<file path="config.mk">
export PLATFORM = sky130hd
export DESIGN_NAME = ondelay_timer
export DESIGN_NICKNAME = d
export VERILOG_FILES = /design/src/rtl/odt_pkg.sv /design/src/rtl/odt_cmp.sv /design/src/rtl/odt_counter.sv /design/src/rtl/odt_fsm.sv /design/src/rtl/ondelay_timer.sv
export SDC_FILE = /design/constraint.sdc
export NUM_CORES = 1
export LEC_CHECK = 0
export ABC_CLOCK_PERIOD_IN_PS = 5970
export BUFFER_PORTS_ARGS = -buffer_cell sky130_fd_sc_hd__buf_2
export CORE_UTILIZATION = 58
export CTS_BUF_LIST = sky130_fd_sc_hd__clkbuf_4
export CTS_CLUSTER_DIAMETER = 120
export DETAILED_ROUTE_END_ITERATION = 8
export GPL_ROUTABILITY_DRIVEN = 0
export PLACE_DENSITY_LB_ADDON = 0.12
export SLEW_MARGIN = 30
export SYNTH_ARGS = -nofsm -noshare
export SYNTH_HDL_FRONTEND = slang
export SYNTH_SLANG_ARGS = --single-unit
</file>
<file path="constraint.sdc">
create_clock -name clk -period 5.97 [get_ports clk]
set_input_delay 0.2985 -clock clk [delete_from_list [all_inputs] [get_ports clk]]
set_output_delay 0.2985 -clock clk [all_outputs]
set_load 0.02 [all_outputs]
</file>
<file path="src/rtl/odt_pkg.sv">
package odt_pkg;
  typedef enum logic [1:0] {
    ST_IDLE    = 2'd0,
    ST_RUN     = 2'd1,
    ST_EXPIRED = 2'd2
  } odt_state_e;
endpackage

</file>
<file path="src/rtl/odt_cmp.sv">
module odt_cmp #(
  parameter int W = 16
) (
  input  logic [W-1:0] value_i,
  input  logic [W-1:0] limit_i,
  output logic         over_o
);
  // strict unsigned greater-than
  assign over_o = (value_i > limit_i);
endmodule

</file>
<file path="src/rtl/odt_counter.sv">
module odt_counter #(
  parameter int W = 16
) (
  input  logic         clk,
  input  logic         rst,
  input  logic         clr_i,
  input  logic         inc_i,
  output logic [W-1:0] cnt_o
);
  localparam logic [W-1:0] CNT_MAX = {W{1'b1}};

  logic at_max;
  assign at_max = (cnt_o == CNT_MAX);

  always_ff @(posedge clk) begin
    if (rst || clr_i)
      cnt_o <= '0;
    else if (inc_i && !at_max)
      cnt_o <= cnt_o + 1'b1;
  end

  assert_clear_R5: assert property (@(posedge clk) disable iff (rst)
    clr_i |=> (cnt_o == '0));

  assert_step_R3: assert property (@(posedge clk) disable iff (rst)
    (inc_i && !clr_i && cnt_o != CNT_MAX) |=> (cnt_o == W'($past(cnt_o) + 1'b1)));

  assert_saturate_R9: assert property (@(posedge clk) disable iff (rst)
    (inc_i && !clr_i && cnt_o == CNT_MAX) |=> (cnt_o == CNT_MAX));

  assert_hold_R10: assert property (@(posedge clk) disable iff (rst)
    (!inc_i && !clr_i) |=> $stable(cnt_o));
endmodule

</file>
<file path="src/rtl/odt_fsm.sv">
module odt_fsm
  import odt_pkg::*;
(
  input  logic clk,
  input  logic rst,
  input  logic arm_i,
  input  logic disarm_i,
  input  logic tick_i,
  input  logic over_i,
  output logic clr_o,
  output logic inc_o,
  output logic done_o
);
  odt_state_e state_q, state_d;

  always_comb begin
    state_d = state_q;
    if (disarm_i) begin
      state_d = ST_IDLE;
    end else begin
      case (state_q)
        ST_IDLE:    if (arm_i)  state_d = ST_RUN;
        ST_RUN:     if (over_i) state_d = ST_EXPIRED;
        ST_EXPIRED: state_d = ST_EXPIRED;
        default:    state_d = ST_IDLE;
      endcase
    end
  end

  always_ff @(posedge clk) begin
    if (rst) begin
      state_q <= ST_IDLE;
      done_o  <= 1'b0;
    end else begin
      state_q <= state_d;
      done_o  <= (state_d == ST_EXPIRED);
    end
  end

  assign clr_o = disarm_i || (state_q == ST_IDLE && arm_i);
  assign inc_o = (state_q == ST_RUN) && tick_i && !over_i && !disarm_i;

  assert_disarm_wins_R7: assert property (@(posedge clk) disable iff (rst)
    disarm_i |=> (state_q == ST_IDLE && !done_o));

  assert_arm_start_R2: assert property (@(posedge clk) disable iff (rst)
    (state_q == ST_IDLE && arm_i && !disarm_i) |=> (state_q == ST_RUN && !done_o));

  assert_expire_R4: assert property (@(posedge clk) disable iff (rst)
    (state_q == ST_RUN && over_i && !disarm_i) |=> done_o);

  assert_latched_R6: assert property (@(posedge clk) disable iff (rst)
    (state_q == ST_EXPIRED && !disarm_i) |=> (state_q == ST_EXPIRED && done_o));

  assert_arm_ignored_R8: assert property (@(posedge clk) disable iff (rst)
    (state_q != ST_IDLE && arm_i && !disarm_i) |-> !clr_o);
endmodule

</file>
<file path="src/rtl/ondelay_timer.sv">
module ondelay_timer #(
  parameter int CNT_W = 16
) (
  input  logic             clk,
  input  logic             rst,
  input  logic             tick_i,
  input  logic             arm_i,
  input  logic             disarm_i,
  input  logic [CNT_W-1:0] preset_i,
  output logic             done_o,
  output logic [CNT_W-1:0] elapsed_o
);
  logic over, clr, inc;

  odt_cmp #(.W(CNT_W)) u_cmp (
    .value_i (elapsed_o),
    .limit_i (preset_i),
    .over_o  (over)
  );

  odt_fsm u_fsm (
    .clk      (clk),
    .rst      (rst),
    .arm_i    (arm_i),
    .disarm_i (disarm_i),
    .tick_i   (tick_i),
    .over_i   (over),
    .clr_o    (clr),
    .inc_o    (inc),
    .done_o   (done_o)
  );

  odt_counter #(.W(CNT_W)) u_cnt (
    .clk   (clk),
    .rst   (rst),
    .clr_i (clr),
    .inc_i (inc),
    .cnt_o (elapsed_o)
  );

  assert_no_early_done_R4: assert property (@(posedge clk) disable iff (rst)
    $rose(done_o) |-> $past(elapsed_o > preset_i));

  assert_reset_state_R1: assert property (@(posedge clk)
    rst |=> (!done_o && elapsed_o == '0));
endmodule

</file>
==> results of run 1 <==
worst paths after layout:
kind                          from          endpoint  slack (ns)  cells past startpoint
setup / recovery    u_cnt.cnt_o[9]    u_cnt.cnt_o[4]        3.08                      7
hold / removal                 rst      u_fsm.done_o        0.21                      2
setup reg to reg    u_cnt.cnt_o[9]    u_cnt.cnt_o[4]        3.08                      7
hold reg to reg   u_fsm.state_q[1]  u_fsm.state_q[0]        0.49                      1
layer usage:
metal / track usage [%] / vias to the layer above / share of wire [%]
met4: 16.7 / 0 / 3.4
li1: - / 717 / -
met3: 3.33 / 11 / 4.8
met1: 34.7 / 646 / 44
met2: 45.3 / 39 / 48
met5: 0 / - / 0
critical path, stage by stage (launching register included):
cell and delay, ns:
dfxtp_1 0.46, ha_1 0.30, a21oi_1 0.19, nor3_1 0.06, or3_1 0.33, o41a_1 0.73
or4_1 0.60, a21oi_1 0.16
cell families (layout without fill, tap and decap cells):
logic type      count (synthesis)  count (layout)
flops                          19              19
compound gates                 41              41
fa+ha+maj                      17              17
buf+inv                        22              58
mux                             5               5
simple gates                   67              67
layout by cell type (no fill, tap or decap), types with 2 or more instances in the layout:
master / instances
dfxtp_1: 19
nor2_1: 5
ha_1: 17
nand3_1: 9
nand2b_1: 4
clkbuf_4: 4
o21ai_0: 5
o31ai_1: 9
mux2i_1: 5
or3_1: 2
or4_1: 9
nor3_1: 4
nand2_1: 14
nor2b_1: 3
nor4_1: 6
inv_1: 17
and4_1: 3
buf_2: 37
nand4_1: 4
a21oi_1: 17
stage by stage:
stage	hold slack (ns)	instances	area [um2]	power (W)
2_1_floorplan	0.375	171	1380	0.000142
3_3_place_gp	0.452	231	1580	0.000151
3_5_place_dp	0.470	231	1590	0.000153
4_1_cts	0.197	235	1620	0.000222
5_1_grt	0.229	235	1620	0.000227
6_report	0.211	235	1620	0.000221
area by class of cell:
type	instances	area, um2	area share (%)
Sequential cell	19	380	23.5
Multi-Input combinational cell	130	926	57.1
Inverter	17	63.8	3.94
Clock buffer	4	30.0	1.85
Tap cell	28	35.0	2.16
Timing Repair Buffer	37	185	11.4
where the power goes:
group          switching, W  internal [W]  leakage [nW]
combinational     0.0000125     0.0000103         0.524
sequential      0.000000382      0.000127         0.153
clock             0.0000402     0.0000307        0.0184
registers in the layout (all words and copies together), names as in the netlist:
signal / count
u_cnt.cnt_o: 16
u_fsm.state_q: 2
u_fsm.done_o: 1
synthesized netlist by cell type:
library cell	number
nand4_1	4
nand2_1	14
a211o_1	1
and4_1	3
ha_1	17
or3_1	2
and3b_1	1
o41ai_1	1
nand3_1	9
o211ai_1	1
o21ai_0	5
mux2i_1	5
a21oi_2	1
nor3_1	4
inv_1	17
and2_1	1
a211oi_1	2
nor2b_1	3
a21oi_1	17
dfxtp_1	19
nand2b_1	4
a21boi_0	1
clkbuf_1	2
o31ai_1	10
or4_1	9
o31a_1	1
nor4_1	6
nor2_1	5
and3_1	1
buf_6	1
o41a_1	1
nand4_2	1
buf_2	2
==> out/metrics.csv, run 1 <==
metric,value,unit
final setup margin,3.08,ns
Tcrit/Tclk final,48.4,%
most area-consuming cells after synthesis,"dfxtp_1 (28%), ha_1 (15%), a21oi_1 (6.2%), o31ai_1 (5.4%), or4_1 (4.9%)",
Area Growth Syn to Fin,17.4,%
dpl ws,3.09,ns
RSZ-0062 raised after global routing,no,
via/cell ratio,6.01,
Worst Setup Start Kind,flop,
layout cells sized above 1,21.7,%
Routed WL,3.26,mm
total CTS buffers,3,
fmax,0.346,GHz
post-CTS sizing,0,
vias in the first global route,1260,
accumulated negative setup slack,0,ns
CTS tree,done,
Starting DRT DRC Count,35,
H-tree level count,1,
synth warn,0,
Vias,1413,
dpl hpwl,2.51,mm
Netlist cell types,33,
Pwr Density,136,mW/mm2
Tmin final,2.89,ns
critical path peak fanout,27,
average size of a mapped cell,8.07,um2
DR WL/cell,13.9,um
#FFs+latches synth,19,
final setup vio count,0,
post-CTS setup buffers,0,
Initial Utilization,61.8,%
Synth area leader,dfxtp_1,
buffers added on ports,37,
outcome,completed,
Core Area,0.00223,mm2
Post-Synth XOR/XNOR Area,0,%
type of the worst setup path,flop to flop,
I/O pins,38,
Skew-Pair Late Insertion Delay,0.31,ns
post-synthesis mux area share,3.63,%
"Seq/Total Area, Yosys",27.6,%
GRT Overall Usage,27.8,%
Leak Pwr,0.696,nW
Max-cap violations,0,
final count of hold timing violations,0,
Mapped Cells,171,
DIE WIDTH,50.8,um
FP Rows,17,
grt ovf,0,
Worst Path Required,6.21,ns
CTS max path bufs,2,
fin nets,246,
Worst Tran Pin Value,0.817,ns
Final Util,72.5,%
post-synthesis compound-gate area fraction,18.9,%
skew final,0.00483,ns
"Net Count, Synth",209,
post-synthesis simple-gate area fraction,27.7,%
worst hold path type,input port to flop,
cell area after synthesis,0.00138,mm2
Worst EP arrival,3.13,ns
largest family of logic cells by synthesized area,simple AND/OR/NAND/NOR gates,
DRC,0,
antenna violations before repair,0,
worst-case vdd ir drop,0.137,mV
die height,50.8,um
clk sinks,19,
Synth top area share,27.6,%
Root Buffer,clkbuf_4,
first-pass GRT wire length,5.28,mm
DRT Pass-1 Iters,4,
n_diodes,0,
DIE AREA,0.00258,mm2
Max Slew Vio Count,0,
Slew HR,45.5,%
antenna-violating nets left,0,
Critical Path Sink Type,flop,
largest net degree at the start of global routing,28,
# hold bufs at CTS,0,
# fillers,193,
adder-cell share of the synthesized area,15.4,%
clk slew on worst S/H paths,0.11,ns
Note: power is estimated with default switching activity, not from simulation.
==> run 2, diff against run 1 <==
Settings changed: ABC_CLOCK_PERIOD_IN_PS 5970 to 2700, CORE_UTILIZATION 58 to 54.
Clock period 5.97 ns to 2.7 ns, I/O delays scaled along.
==> out/metrics.csv, run 2 (synthesized netlist as in run 1, its figures left out) <==
metric,value,unit
Root Buffer,clkbuf_4,
Worst Tran Pin Value,0.538,ns
Worst R2R End,u_cnt.cnt_o[7],
reg2reg start,u_cnt.cnt_o[11],
antenna-violating nets left,0,
Core Area,0.00232,mm2
number of flip-flops in the largest register,16,
final count of hold timing violations,0,
biggest regs,"u_cnt.cnt_o x16, u_fsm.state_q x2, u_fsm.done_o x1",
Critical Path Sink Type,flop,
post-CTS sizing,0,
CTS max path bufs,2,
combinational share of power,10.3,%
type of the worst setup path,flop to flop,
Routed WL,3.42,mm
placed cell area,0.00169,mm2
worst hold path type,input port to flop,
DRT Pass-1 Iters,5,
RSZ-0062 raised after global routing,no,
Tcrit/Tclk final,95.4,%
clk sinks,19,
die height,52.6,um
GRT Overall Usage,25.8,%
Reg with most FFs,u_cnt.cnt_o,
Max Slew Vio Count,0,
Slew HR,64.1,%
r2r worst-path depth,8,
most frequent cells in the layout,"buf_2 (37), dfxtp_1 (19), inv_1 (17), ha_1 (17), a21oi_1 (16)",
"commonest non-fill, non-tap cell in the layout",buf_2,
buffers added on ports,37,
NetSw,0.000116,W
final setup vio count,0,
Skew-Pair Late Insertion Delay,0.31,ns
worst hold endpoint,u_fsm.state_q[1],
CTS tree,done,
worst path cell trace,ha_1 > a21oi_2 > nor2_1 > or3_1 > o41a_1 > buf_12 > or4_1 > a21oi_1,
cell area after layout,0.00173,mm2
Area Growth Syn to Fin,25.6,%
post-CTS setup buffers,0,
Int Power,0.000372,W
clk slew on worst S/H paths,0.10,ns
largest net degree at the start of global routing,28,
"CP delay by family, top",simple AND/OR/NAND/NOR gates,
antenna violations before repair,0,
dpl hpwl,2.71,mm
Worst EP arrival,2.82,ns
DR WL/cell,13.7,um
Worst Path Required,2.94,ns
n_diodes,0,
layout cells sized above 1,27.1,%
I/O pins,38,
WHS Path Cells,2,
accumulated negative setup slack,0,ns
Pwr Density,282,mW/mm2
Initial Utilization,59.5,%
worst reg-to-reg setup slack,0.12,ns
Starting DRT DRC Count,41,
total CTS buffers,3,
grt ovf,0,
Seq pwr share,57.7,%
skew final,0.00294,ns
FP Rows,17,
Vias,1482,
Worst Setup Start Kind,flop,
worst-case vdd ir drop,0.286,mV
H-tree level count,1,
Worst Hold Launch,rst,
fin nets,260,
via/cell ratio,5.95,
vias in the first global route,1260,
CP bufs+invs,1,
Tmin final,2.58,ns
critical path peak fanout,27,
critical path's slowest cell,or4_1,
first-pass GRT wire length,5.22,mm
clock network fraction of design power,32.0,%
DIE WIDTH,52.6,um
DIE AREA,0.00276,mm2
DRC,0,
# fillers,182,
Leak Pwr,0.772,nW
Max-cap violations,0,
# hold bufs at CTS,0,
largest stage delay on the critical path,0.51,ns
outcome,completed,
switching part of the total,23.8,%
fmax,0.388,GHz
## run 2: stage by stage
stage	hold WS (ns)	std cells	total power [W]	setup WS, ns	utilization [%]
2_1_floorplan	0.211	171	0.000315	0.0772	-
3_5_place_dp	0.374	245	0.000337	0.140	73.1
3_3_place_gp	0.359	245	0.000334	0.190	73.1
6_report	0.0639	249	0.000488	0.124	74.7
4_1_cts	0.0500	249	0.000488	0.113	74.4
5_1_grt	0.0972	249	0.000503	0.0146	74.7
## run 2: worst max-delay path by stage
stage	end	cells past startpoint	slack (ns)	from
2_1_floorplan	u_cnt.cnt_o[2]	8	0.08	u_cnt.cnt_o[9]
3_3_place_gp	u_cnt.cnt_o[4]	8	0.19	u_cnt.cnt_o[11]
3_5_place_dp	u_cnt.cnt_o[8]	8	0.14	u_cnt.cnt_o[13]
4_1_cts	u_cnt.cnt_o[8]	8	0.11	u_cnt.cnt_o[11]
5_1_grt	u_cnt.cnt_o[4]	8	0.01	u_cnt.cnt_o[7]
6_report	u_cnt.cnt_o[7]	8	0.12	u_cnt.cnt_o[11]
## run 2: worst reg2reg max path: cells and delay by family (launching register included)
family	cells	cell delay, ns
AO/OA/AOI/OAI	3	0.77
adder cells (fa/ha/maj)	1	0.30
buffers and inverters	1	0.17
flip-flops	1	0.33
AND/OR/NAND/NOR	3	0.93
## run 2: layout make-up
type	count	area [um2]	area share, %
multi-input cells	130	921	53.1
flip-flops and latches	19	380	21.9
repair buffers	51	303	17.5
inverters	17	63.8	3.68
well taps	28	35.0	2.02
clock buffers	4	30.0	1.73
## run 2: layer usage
metal  vias up  track usage [%]  wire (um)
li1        746                -          -
met1       676             33.6       1560
met2        54             43.7       1600
met3         6             1.74        206
met4         0             10.5         51
met5         -                0          0
## run 2: power by group through the flow
stage,sequential [W],combinational [W],clock (W)
floorplan,0.000288,0.0000266,0
global placement,0.000288,0.0000455,0
detailed placement,0.000288,0.0000488,0
CTS,0.000282,0.0000492,0.000157
global route,0.000282,0.0000573,0.000164
finish,0.000282,0.0000503,0.000156
==> run 3, diff against run 2 <==
Settings changed: PLACE_DENSITY set to 0.82, PLACE_DENSITY_LB_ADDON 0.12 to not set, RECOVER_POWER set to 50.
==> out/metrics.csv, run 3 (synthesized netlist as in run 1, its figures left out) <==
metric,value,unit
outcome,completed,
DRC,0,
Initial Utilization,59.5,%
largest stage delay on the critical path,0.53,ns
antenna violations before repair,0,
final count of hold timing violations,0,
Critical Path Sink Type,flop,
Skew-Pair Late Insertion Delay,0.32,ns
critical path's slowest cell,or4_1,
H-tree level count,1,
Area Growth Syn to Fin,21.5,%
critical path peak fanout,25,
WHS Path Cells,2,
first-pass GRT wire length,5.72,mm
Vias,1461,
Tot Pwr,0.000487,W
DIE WIDTH,52.6,um
via/cell ratio,5.96,
Worst Tran Pin Value,0.596,ns
r2r worst-path depth,8,
final setup vio count,0,
Setup crit end,u_cnt.cnt_o[15],
Pwr Density,290,mW/mm2
placed cell area,0.00165,mm2
Worst Setup Start Kind,flop,
footprint of the multi-input gates,921,um2
GRT Overall Usage,28.3,%
biggest regs,"u_cnt.cnt_o x16, u_fsm.state_q x2, u_fsm.done_o x1",
combinational share of power,10.3,%
fin nets,256,
worst hold path type,input port to flop,
dpl ws,0.0638,ns
total CTS buffers,3,
largest net degree at the start of global routing,26,
DIE AREA,0.00276,mm2
Leak Pwr,0.686,nW
buffers added on ports,37,
Worst R2R End,u_cnt.cnt_o[15],
Routed WL,3.42,mm
FF/Latch Area,383,um2
CTS max path bufs,2,
I/O pins,38,
Tmin final,2.61,ns
Max Slew Vio Count,0,
vias in the first global route,1373,
grt ovf,0,
Starting DRT DRC Count,35,
worst reg-to-reg setup slack,0.09,ns
skew final,0.00270,ns
"commonest non-fill, non-tap cell in the layout",buf_2,
# fillers,214,
DR WL/cell,13.9,um
type of the worst setup path,flop to flop,
RSZ-0062 raised after global routing,no,
Tcrit/Tclk final,96.5,%
cell area after layout,0.00168,mm2
number of flip-flops in the largest register,16,
worst path cell trace,ha_1 > a21oi_1 > nor3_1 > or3_1 > o41a_1 > buf_6 > or4_1 > a21oi_2,
worst-case vdd ir drop,0.292,mV
layout cells sized above 1,20.3,%
fmax,0.384,GHz
Worst EP arrival,2.85,ns
FP Rows,17,
Max-cap violations,0,
accumulated negative setup slack,0,ns
Int Power,0.000360,W
Reg with most FFs,u_cnt.cnt_o,
most frequent cells in the layout,"buf_2 (23), inv_1 (17), ha_1 (17), dfxtp_1 (17), a21oi_1 (16)",
NetSw,0.000127,W
switching part of the total,26.1,%
clk sinks,19,
Worst Path Required,2.95,ns
Slew HR,60.2,%
reg2reg start,u_cnt.cnt_o[9],
crit path from,u_cnt.cnt_o[9],
antenna-violating nets left,0,
post-CTS setup buffers,0,
final setup margin,0.0939,ns
n_diodes,0,
Seq pwr share,57.9,%
clk slew on worst S/H paths,0.12,ns
DRT Pass-1 Iters,4,
Root Buffer,clkbuf_4,
clock network fraction of design power,31.8,%
dpl hpwl,2.66,mm
CTS tree,done,
die height,52.6,um
Core Area,0.00232,mm2
## run 3: cell count changes in the layout (fill, tap and decap cells not counted), sizes merged
cell,before,now
buf,51,33
clkbuf,4,17
clkinv,0,1
## run 3: power groups by stage
stage	Clock, W	Sequential, W	Combinational, W
after floorplan	0	0.000288	0.0000266
after global placement	0	0.000288	0.0000454
after detailed placement	0	0.000288	0.0000491
after CTS	0.000153	0.000282	0.0000493
after global routing	0.000166	0.000282	0.0000578
final	0.000155	0.000282	0.0000499
## run 3: per-layer routing
metal  global-route usage [%]  vias up  share of wire (%)
li1                         -      739                  -
met3                     4.35        9                5.4
met5                        0        -                  0
met1                     34.6      652                 47
met2                     48.3       61                 46
met4                     12.7        0                2.2
## run 3: worst min-delay path by stage
| stage | from | endpoint | slack [ns] |
|---|---|---|---|
| floorplan | disarm_i | u_fsm.state_q[0] | 0.21 |
| global placement | rst | u_fsm.state_q[0] | 0.36 |
| detailed placement | rst | u_fsm.state_q[1] | 0.36 |
| CTS | rst | u_fsm.state_q[1] | 0.03 |
| global route | rst | u_fsm.done_o | 0.05 |
| finish | rst | u_fsm.state_q[1] | 0.03 |
## run 3: layout make-up
type	instances	share of cell area (%)
Clock buffer	3	1.34
Multi-Input combinational cell	130	54.9
Inverter	17	3.81
Tap cell	28	2.09
Timing Repair Buffer	47	14.7
Clock inverter	1	0.299
Sequential cell	19	22.8
## run 3: critical path, delay by kind of cell (launching register included)
family / cells / cell delay, ns
simple gates: 3 / 0.91
compound gates: 3 / 0.79
flops: 1 / 0.36
fa+ha+maj: 1 / 0.31
buf+inv: 1 / 0.18
## run 3: stage by stage
stage                     util [%]  hold WS, ns  instances
after floorplan                  -        0.211        171
after global placement        71.2        0.358        241
after detailed placement      71.2        0.364        241
after CTS                     72.4       0.0286        245
after global routing          72.3       0.0466        245
final                         72.3       0.0339        245
## run 3: repair_timing
| item | CTS | global route |
|---|---|---|
| endpoints found under the setup margin | 0 | 12 |
| hold buffers | 0 | 0 |
| resized for setup | 0 | 5 |
